### src/rtl/card_clock_gen.sv
module card_clock_gen #(
  parameter int PRE_W  = 7,
  parameter int POST_W = 8
) (
  input  logic              clk,
  input  logic              rst_n,
  input  logic [PRE_W-1:0]  pre_div_i,
  input  logic [PRE_W-1:0]  pre_drv_i,
  input  logic [PRE_W-1:0]  pre_smp_i,
  input  logic [POST_W-1:0] post_div_i,
  input  logic [POST_W-1:0] post_drv_i,
  input  logic [POST_W-1:0] post_smp_i,
  input  logic              clk_en_i,
  input  logic              lowpwr_i,
  input  logic              bus_idle_i,
  input  logic              upd_start_i,
  input  logic              upd_clk_only_i,
  output logic              card_clk_o,
  output logic              drv_o,
  output logic              smp_o,
  output logic              start_busy_o,
  output logic              clk_ready_o
);
  localparam int C2_W  = POST_W + 1;
  localparam int O_PRD = PRE_W;
  localparam int O_PRS = 2 * PRE_W;
  localparam int O_PD  = 3 * PRE_W;
  localparam int O_PDR = O_PD + POST_W;
  localparam int O_PDS = O_PD + 2 * POST_W;
  localparam int O_LP  = O_PD + 3 * POST_W;
  localparam int CFG_W = O_LP + 2;

  logic [CFG_W-1:0] cfg_in, w_cfg, s_cfg, nxt_cfg;
  logic [PRE_W-1:0] c1;
  logic [C2_W-1:0]  c2, last2;
  logic             active_q, pend_q, valid_q;
  logic             req, load, bypass, period_end, hi, drv_hit, smp_hit;

  logic [PRE_W-1:0]  pre_div, pre_drv, pre_smp;
  logic [POST_W-1:0] post_div, post_drv, post_smp;
  logic              w_en;

  assign cfg_in = {clk_en_i, lowpwr_i, post_smp_i, post_drv_i, post_div_i,
                   pre_smp_i, pre_drv_i, pre_div_i};

  assign pre_div  = w_cfg[O_PRD-1:0];
  assign pre_drv  = w_cfg[O_PRS-1:O_PRD];
  assign pre_smp  = w_cfg[O_PD-1:O_PRS];
  assign post_div = w_cfg[O_PDR-1:O_PD];
  assign post_drv = w_cfg[O_PDS-1:O_PDR];
  assign post_smp = w_cfg[O_LP-1:O_PDS];
  assign w_en     = w_cfg[CFG_W-1];

  assign req        = upd_start_i & upd_clk_only_i;
  assign bypass     = (post_div == '0);
  assign last2      = {post_div, 1'b0} - C2_W'(1);
  assign period_end = (c1 == pre_div) & (bypass | (c2 == last2));
  assign load       = ~active_q | period_end;
  assign nxt_cfg    = pend_q ? s_cfg : w_cfg;

  assign hi      = bypass ? (c1 <= (pre_div >> 1)) : (c2 < {1'b0, post_div});
  assign drv_hit = (c1 == pre_drv) & (bypass | (c2 == {1'b0, post_drv}));
  assign smp_hit = (c1 == pre_smp) & (bypass | (c2 == {1'b0, post_smp}));

  always_ff @(posedge clk or negedge rst_n) begin
    if (!rst_n) begin
      w_cfg      <= '0;
      s_cfg      <= '0;
      c1         <= '0;
      c2         <= '0;
      active_q   <= 1'b0;
      pend_q     <= 1'b0;
      valid_q    <= 1'b0;
      card_clk_o <= 1'b0;
      drv_o      <= 1'b0;
      smp_o      <= 1'b0;
    end else begin
      card_clk_o <= active_q & hi;
      drv_o      <= active_q & drv_hit;
      smp_o      <= active_q & smp_hit;
      if (load) begin
        if (pend_q) begin
          w_cfg   <= s_cfg;
          valid_q <= 1'b1;
        end
        active_q <= nxt_cfg[CFG_W-1] & ~(nxt_cfg[O_LP] & bus_idle_i);
        c1 <= '0;
        c2 <= '0;
      end else if (c1 == pre_div) begin
        c1 <= '0;
        c2 <= c2 + C2_W'(1);
      end else begin
        c1 <= c1 + PRE_W'(1);
      end
      if (req) begin
        s_cfg  <= cfg_in;
        pend_q <= 1'b1;
      end else if (load) begin
        pend_q <= 1'b0;
      end
    end
  end

  assign start_busy_o = pend_q;
  assign clk_ready_o  = valid_q & ~pend_q & active_q;

  assert_gate_low_R5: assert property (@(posedge clk) disable iff (!rst_n)
    !w_en |=> (!card_clk_o && !drv_o && !smp_o));
  assert_cfg_hold_R9: assert property (@(posedge clk) disable iff (!rst_n)
    !load |=> $stable(w_cfg));
  assert_req_busy_R7: assert property (@(posedge clk) disable iff (!rst_n)
    req |=> start_busy_o);
  assert_ignore_R8: assert property (@(posedge clk) disable iff (!rst_n)
    (upd_start_i && !upd_clk_only_i && !start_busy_o) |=> !start_busy_o);
  assert_strobe_run_R3: assert property (@(posedge clk) disable iff (!rst_n)
    (drv_o || smp_o || card_clk_o) |-> $past(active_q));
endmodule

### config.mk
export PLATFORM = sky130hd
export DESIGN_NAME = card_clock_gen
export DESIGN_NICKNAME = d
export VERILOG_FILES = /design/src/rtl/card_clock_gen.sv
export SDC_FILE = /design/constraint.sdc
export NUM_CORES = 1
export LEC_CHECK = 0
export ABC_AREA = 1
export BUFFER_PORTS_ARGS = -buffer_cell sky130_fd_sc_hd__buf_4
export CORE_ASPECT_RATIO = 1.4
export CORE_MARGIN = 3
export CORE_UTILIZATION = 59
export CTS_CLUSTER_DIAMETER = 60
export DETAILED_ROUTE_END_ITERATION = 6
export GPL_TIMING_DRIVEN = 0
export PLACE_DENSITY = 0.78
export SETUP_SLACK_MARGIN = 0.1
export SYNTH_ARGS = -nofsm -noshare
export SYNTH_HDL_FRONTEND = slang
export SYNTH_SLANG_ARGS = --single-unit
### constraint.sdc
create_clock -name clk -period 2.15 [get_ports clk]
set_input_delay 0.43 -clock clk [delete_from_list [all_inputs] [get_ports clk]]
set_output_delay 0.43 -clock clk [all_outputs]
set_load 0.02 [all_outputs]
# Yosys cells after proc, flatten, opt, wreduce, memory -nomap -nowiden
# Cells that the tools add are included.
[word_totals]
ff_bits = 116
latchBits = 0
ram_bits = 0
romBits = 0
inputBits = 52
mem_count = 0
[op_classes]
addsub = 3
multipliers = 0
div_mod_pow = 0
order_cmp = 2
n_eq_ne = 6
shifts = 0
mux = 8
n_bitwise = 18
reduce_logical = 4
[ops]
columns = ["cell", "n"]
rows = [
  ["$mux 47", 1],
  ["$eq 7x7->1", 3],
  ["$eq 9x8->1", 2],
  ["$mux 9", 2],
  ["$mux 7", 2],
  ["$and 1x1->1", 11],
  ["$add 9x1->9 const B", 1],
  ["$eq 9x9->1", 1],
  ["$lt 9x8->1", 1],
  ["$sub 9x1->9 const B", 1],
  ["$logic_not 8->1", 1],
  ["$add 7x1->7 const B", 1],
  ["$le 7x6->1", 1],
  ["$or 1x1->1", 4],
  ["$reduce_bool 2->1", 2],
  ["$mux 1", 3],
  ["$not 1->1", 3],
  ["$reduce_and 2->1", 1],
]

# Longest topological paths before layout
# Gate-level depths: netlist of the first run.
[depth]
word_depth = 7
ltp_mapped = 15

# Worst setup path after synthesis of the first run
# Ideal clock, no wire load.
[synth_timing]
path_kind = "register -> output"
startpoint = "reg pend_q, in the netlist start_busy_o"
endpoint = "out clk_ready_o"
arrival_ps = 1587
t_required_ps = 1720
slack_ps = 133
stages_incl_launch_ff = 5
n_path_buf = 3
cell_sequence = "dfrtp_1 > clkbuf_1 > clkbuf_1 > clkbuf_1 > nor3_1"
[synth_between]
elab_chain_len = 3
[synth_lines]
columns = ["item", "line", "source"]
rows = [
  ["start: declaration", "36", "logic active_q, pend_q, valid_q;"],
  ["start signal: assignment", "72", "pend_q <= 1'b0;"],
  ["start signal: assignment", "97", "pend_q <= 1'b1;"],
  ["start signal: assignment", "99", "pend_q <= 1'b0;"],
  ["$not 1->1", "105", "assign clk_ready_o = valid_q & ~pend_q & active_q;"],
  ["$and 1x1->1 (2 in series)", "105", ""],
  ["end: declaration", "22", "output logic clk_ready_o"],
]
# Every way passes these cells.

# Worst setup path after layout of the first run
[layout_timing]
startpoint = "reg w_cfg[21]"
endpoint = "reg pend_q, in the netlist start_busy_o"
[layout_between]
elab_chain_len = 6
[layout_lines]
columns = ["item", "line", "source"]
rows = [
  ["start: declaration", "33", "logic [CFG_W-1:0] cfg_in, w_cfg, s_cfg, nxt_cfg;"],
  ["start signal: assignment", "83", "w_cfg <= s_cfg;"],
  ["$sub 9x1->9", "56", "assign last2 = {post_div, 1'b0} - C2_W'(1);"],
  ["$eq 9x9->1", "57", "assign period_end = (c1 == pre_div) & (bypass | (c2 == last2));"],
  ["$or 1x1->1 *", "57", ""],
  ["$and 1x1->1 *", "57", ""],
  ["$or 1x1->1 *", "58", "assign load = ~active_q | period_end;"],
  ["$reduce_bool 2->1 (no line) *", "n/a", ""],
]
# Mark *: on every way between the ends. The rest lies on a longest branch, timed or not.
# A chain may end at the register's enable or synchronous reset.

==> results.toml, run 1 <==
[outcome]
outcome = "finished, final reports clean"

[timing]
tns_ns = 0
fin_crit_sh = 0.976
tightest_slew_ns = 0.814
setup_viol = 0
slew_headroom = 0.457
rsz0062_at_grt = "true"
layout_min_cycle_time_ns = 2.10
skew_ns = 0.0104
finalHoldViolCount = 0
fmax_ghz = 0.477
slew_violations = 0

[setup_path]
worstPathRequired_ns = 2.44
timing.rr.start = "w_cfg[21]$_DFFE_PN0P_"
end_kind = "flop"
path_buf_inv = 4
crit_path_start_kind = "flop"
cp_top_family = "simple AND/OR/NAND/NOR gates"
critical_path_class = "reg2reg"
rr_worst_depth = 15
path_cells = "inv_4 > ha_4 > inv_1 > nand2_1 > nand2_1 > nand2_1 > o21ai_1 > nor2_1 > nand3_2 > nand2_4 > buf_12 > nand2_4 > buf_8 > nand2_1 > nand2_1"
r2r-end = "start_busy_o$_DFFE_PN0P_"
worst-path-max-fanout = 10
cp_slowest_stage_delay_ns = 0.44
crit_arrival_ns = 2.39
cp_common_cell = "nand2_1"
reg2reg_setup_slack_ns = 0.05
cp_slowest_cell = "dfrtp_2"

[yosys]
yosys_warnings = 0
synth.yosys.seq_area_share = 0.488
yosysMostFrequentCell = "nand2_1"
ys_ff_latch = 116
synth_ff_type = "dfrtp_1"
synth_area_leader_cell = "dfrtp_1"
syn_nets = 719
synth_fa_ha_area_frac = 0.0358
muxShareOfSynthArea = 0.0926
yosysUniqueCellTypes = 35
syn_area_per_cell_um2 = 9.15
synth_edf_count = 0
synth_common_cells = "194 x nand2_1, 116 x dfrtp_1, 56 x nand4_1"
syn_area_um2 = 5950
yosys.area_share.xor_xnor = 0.0324
synthArstFlopShare = 1.00
synth_compound_area_frac = 0.0372
synth_top_cells_by_area = "dfrtp_1 49%, nand2_1 12%, mux2_2 9.1%"
synth-simple-area-share = 0.246
synth_top_area_share = 0.488
synth_top_family_by_area = "simple AND/OR/NAND/NOR gates"
netlist_instances = 650

[die]
chipHeight_um = 125
fp.dieW_um = 90.8
fp-row-count = 42
start_util = 0.618
core_um2 = 9620
io_pins = 57
dieArea_um2 = 11300

[place]
dpl.hpwl_um = 9930
place_area_um2 = 6530
port_buffers = 56
gp_congestion = 0.902

[cts]
worstSkewPairLatency_ns = 0.41
h-tree-depth = 4
cts_tree = "built"
numCtsBuffers = 17
clockRootBuffer = "clkbuf_16"
clk_pin_slew_ns = 0.06
cts.path.max_buffers = 2
clock_sinks = 116

[route]
wl_per_cell_um = 16.9
initialDrtViolationCount = 318
wl_um = 15100
vias_per_cell = 5.62
num_vias = 5004
first_pass_iters = 5
drc = 0
ant_nets = 0

[final_layout]
fin_nets = 815
final_area_um2 = 7500
n_antenna_cell = 0
n_fill_cell = 657
syn2layout_area_growth_pct = 26.1
drive_above_1_share = 0.291

[flow_run]
cap_violations = 0

[pwr]
p_leak_nw = 3.81
powerDensity_nw_per_um2 = 1290
vdd_ir_drop_max_uv = 739

[min_path]
hold_class = "in2reg"
hold_start = "post_drv_i[6]"
hold_path_end = "s_cfg[35]$_DFFE_PN0P_"
holdPathStages = 2

[global_route]
grt_usage = 0.265
grt_pass1_wl_um = 23700
grt_pass1_vias = 4952
grt_max_degree = 117
gr-total-overflow = 0
antenna_found_initial = 0
[registers in the layout (all words and copies together) (netlist names)]
name,cells
valid_q,1
active_q,1
drv_o,1
s_cfg,47
c1,7
card_clk_o,1
c2,9
start_busy_o,1
smp_o,1
w_cfg,47
[cells in the final DEF, fill, tap and decap left out, types with 5 or more instances in the layout]
master      netlist  routed
inv_1            46      45
nand2_1         194     187
dfrtp_1         116     114
buf_8             0       6
nand4_1          56      56
a21oi_1          12      12
nor2_1           34      30
clkbuf_1          9       8
mux2_2           48      48
xnor2_1           9       9
buf_4             2      74
clkbuf_16         0      18
nand3_1          14      13
ha_1             17      16
xor2_1           13      13
buf_6             6       9
buf_2            17      11
nand2_2           3       7
inv_2             8       8
clkinvlp_4        0       5
o21ai_0          13      13
nand3_2           6       7
[cell type report]
class                   count  area, um2  share of cell area
flip-flops and latches    116       2910               0.387
clock buffers              21        460              0.0614
clock inverters            11        129              0.0172
plain buffers              34        285              0.0380
well taps                 132        165              0.0220
repair buffers             77        629              0.0839
inverters                  54        205              0.0274
multi-input cells         446       2720               0.363
[stage by stage]
| step | instances | total power, W | setup slack [ns] | util | hold slack (ns) |
|---|---|---|---|---|---|
| global route | 891 | 0.0103 | -0.0121 | 0.780 | 0.245 |
| floorplan | 650 | 0.00549 | 0.133 | - | 0.134 |
| detailed placement | 838 | 0.00637 | -0.128 | 0.679 | 0.456 |
| finish | 891 | 0.00968 | 0.0521 | 0.780 | 0.251 |
| CTS | 874 | 0.00931 | 0.109 | 0.753 | 0.244 |
| global placement | 838 | 0.00622 | -0.110 | 0.679 | 0.438 |
[timing repair]
item                       CTS  global route
gates cloned                 0             3
setup buffers                4            12
setup endpoints to repair   58            59
pin swaps                    2             4
hold endpoints to repair     0            46
hold buffers                 0             1
resized for setup           24            32
[layer usage]
layer	wire, um	global-route usage	up-vias
li1	-	-	2360
met1	5970	0.318	2436
met2	7990	0.470	170
met3	646	0.0441	38
met4	457	0.109	0
met5	0	0	-
[report_power, final]
part / internal (W) / switching, W
registers: 0.00279 / 0.000605
logic: 0.00154 / 0.00197
clock network: 0.00177 / 0.00101
[worst max path at each step]
stage                                        start                        to  slack (ns)  cells past startpoint
after global placement    start_busy_o$_DFFE_PN0P_               clk_ready_o       -0.11                      5
final                        w_cfg[21]$_DFFE_PN0P_  start_busy_o$_DFFE_PN0P_        0.05                     15
after detailed placement     w_cfg[22]$_DFFE_PN0P_     w_cfg[28]$_DFFE_PN0P_       -0.13                     10
after floorplan           start_busy_o$_DFFE_PN0P_               clk_ready_o        0.13                      4
after CTS                 start_busy_o$_DFFE_PN0P_               clk_ready_o        0.11                      5
after global routing         w_cfg[22]$_DFFE_PN0P_         c2[6]$_DFFE_PN0P_       -0.01                     15
[kinds of logic (layout without fill, tap and decap cells)]
family          after synthesis  in the layout
simple gates                320            320
buf+inv                      88            197
xor+xnor                     22             22
fa+ha+maj                    17             17
flops                       116            116
compound gates               38             38
mux                          49             49
(Power assumes the default switching activity.)
==> run 2, diff against run 1 <==
- clock period: 2.15 -> 2.3 ns (I/O delays scaled with it)
==> run 2 against run 1 <==
- final cell count shrank 2.0%
- clock power is 7% lower
- core utilization is 2.5 points lower
- sequential power fell by 6.8%
- sequential cell count unchanged
- fmax fell by 0.20%
- count of clock-buffer cells in the layout is the same
- combinational power decreased by 17%
- design area decreased by 3.2%
- global-route usage decreased by 0.17 points
- register-to-register slack improved by 0.15 ns
- critical path type unchanged
==> results.toml, run 2 (same netlist as run 1, synthesis figures left out) <==
[outcome]
outcome = "finished, final reports clean"

[global_route]
grt_pass1_vias = 4937
grt_max_degree = 117
antenna_found_initial = 0
grt_pass1_wl_um = 23600
gr-total-overflow = 0
grt_usage = 0.264

[final_layout]
final_area_um2 = 7260
reg_top3 = "s_cfg (47), w_cfg (47), c2 (9)"
n_fill_cell = 707
final_common_cell = "nand2_1"
mostFrequentLayoutCells = "193 x nand2_1, 115 x dfrtp_1, 60 x buf_4"
drive_above_1_share = 0.258
fin_nets = 797
n_antenna_cell = 0
syn2layout_area_growth_pct = 22.1

[timing]
finalHoldViolCount = 0
fin_crit_sh = 0.914
rsz0062_at_grt = "true"
setup_viol = 0
skew_ns = 0.00695
slew_violations = 0
tightest_slew_ns = 0.814
slew_headroom = 0.457
fmax_ghz = 0.476
layout_min_cycle_time_ns = 2.10

[route]
initialDrtViolationCount = 274
first_pass_iters = 5
ant_nets = 0
num_vias = 4887
vias_per_cell = 5.60
wl_um = 14300
wl_per_cell_um = 16.4
drc = 0

[die]
core_um2 = 9620
fp-row-count = 42
start_util = 0.618
dieArea_um2 = 11300
io_pins = 57
fp.dieW_um = 90.8
chipHeight_um = 125

[setup_path]
cp_slowest_cell = "dfrtp_2"
worst-path-max-fanout = 10
path_cells = "inv_4 > ha_1 > inv_1 > nor4_4 > nor2_1 > nand2_4 > buf_8 > nand2_4 > buf_6 > nand2_1 > nand2_1"
crit_arrival_ns = 2.39
cp_slowest_stage_delay_ns = 0.46
crit_path_start_kind = "flop"
end_kind = "flop"
critical_path_class = "reg2reg"
worstPathRequired_ns = 2.59

[place]
place_area_um2 = 6530
port_buffers = 56
gp_congestion = 0.902
dpl.hpwl_um = 9930

[cts]
cts.path.max_buffers = 2
worstSkewPairLatency_ns = 0.41
clk_pin_slew_ns = 0.06
numCtsBuffers = 17
cts_tree = "built"
h-tree-depth = 4
clockRootBuffer = "clkbuf_16"
clock_sinks = 116

[pwr]
powerDensity_nw_per_um2 = 1190
p_leak_nw = 3.70
power_w = 0.00867
vdd_ir_drop_max_uv = 691

[flow_run]
cap_violations = 0

[min_path]
hold_class = "in2reg"
[run 2: repair_timing]
| item | in CTS | in global routing |
|---|---|---|
| pin swaps | 0 | 1 |
| endpoints found under the hold margin | 0 | 5 |
| gates resized for setup | 13 | 15 |
| buffers inserted | 0 | 1 |
| hold buffers | 0 | 1 |
| endpoints found under the setup margin | 51 | 55 |
[run 2: power breakdown]
group,switching (W),internal [W]
Clock,0.000937,0.00165
Sequential,0.000558,0.00261
Combinational,0.00170,0.00122
[run 2: layer usage]
metal	share of wire	GRT usage
met1	0.40	0.317
met3	0.037	0.0453
met4	0.029	0.104
met5	0	0
met2	0.53	0.467
[run 2: final timing paths]
path	start	end	slack, ns	cells past startpoint
hold / removal	post_smp_i[2]	s_cfg[39]$_DFFE_PN0P_	0.28	2
max in group asynchronous	rst_n	w_cfg[21]$_DFFE_PN0P_	1.06	3
hold reg to reg	w_cfg[15]$_DFFE_PN0P_	w_cfg[15]$_DFFE_PN0P_	0.48	2
setup / recovery	w_cfg[21]$_DFFE_PN0P_	start_busy_o$_DFFE_PN0P_	0.20	11
setup reg to reg	w_cfg[21]$_DFFE_PN0P_	start_busy_o$_DFFE_PN0P_	0.20	11
min in group asynchronous	rst_n	s_cfg[41]$_DFFE_PN0P_	0.54	2
[run 2: critical path, delay by kind of cell (launching register included)]
family / cells / cell delay [ns]
fa+ha+maj: 1 / 0.14
flops: 1 / 0.46
simple gates: 6 / 0.91
buf+inv: 4 / 0.47
[run 2: metrics by stage]
step | utilization | instances | worst slack, ns | hold WS (ns) | setup TNS, ns
5_1_grt | 0.755 | 873 | 0.0832 | 0.275 | 0
6_report | 0.755 | 873 | 0.198 | 0.280 | 0
2_1_floorplan | - | 650 | 0.253 | 0.164 | 0
4_1_cts | 0.746 | 870 | 0.106 | 0.274 | 0
3_5_place_dp | 0.679 | 838 | -0.00422 | 0.456 | -0.00422
3_3_place_gp | 0.679 | 838 | 0.0105 | 0.438 | 0
[run 2: final cells by class]
| cell class | count | area (um2) | share of cell area |
|---|---|---|---|
| Sequential cell | 116 | 2900 | 0.400 |
| Multi-Input combinational cell | 446 | 2680 | 0.369 |
| Timing Repair Buffer | 59 | 473 | 0.0652 |
| Clock buffer | 21 | 460 | 0.0634 |
| Buffer | 34 | 243 | 0.0334 |
| Inverter | 54 | 205 | 0.0283 |
| Tap cell | 132 | 165 | 0.0228 |
| Clock inverter | 11 | 129 | 0.0178 |
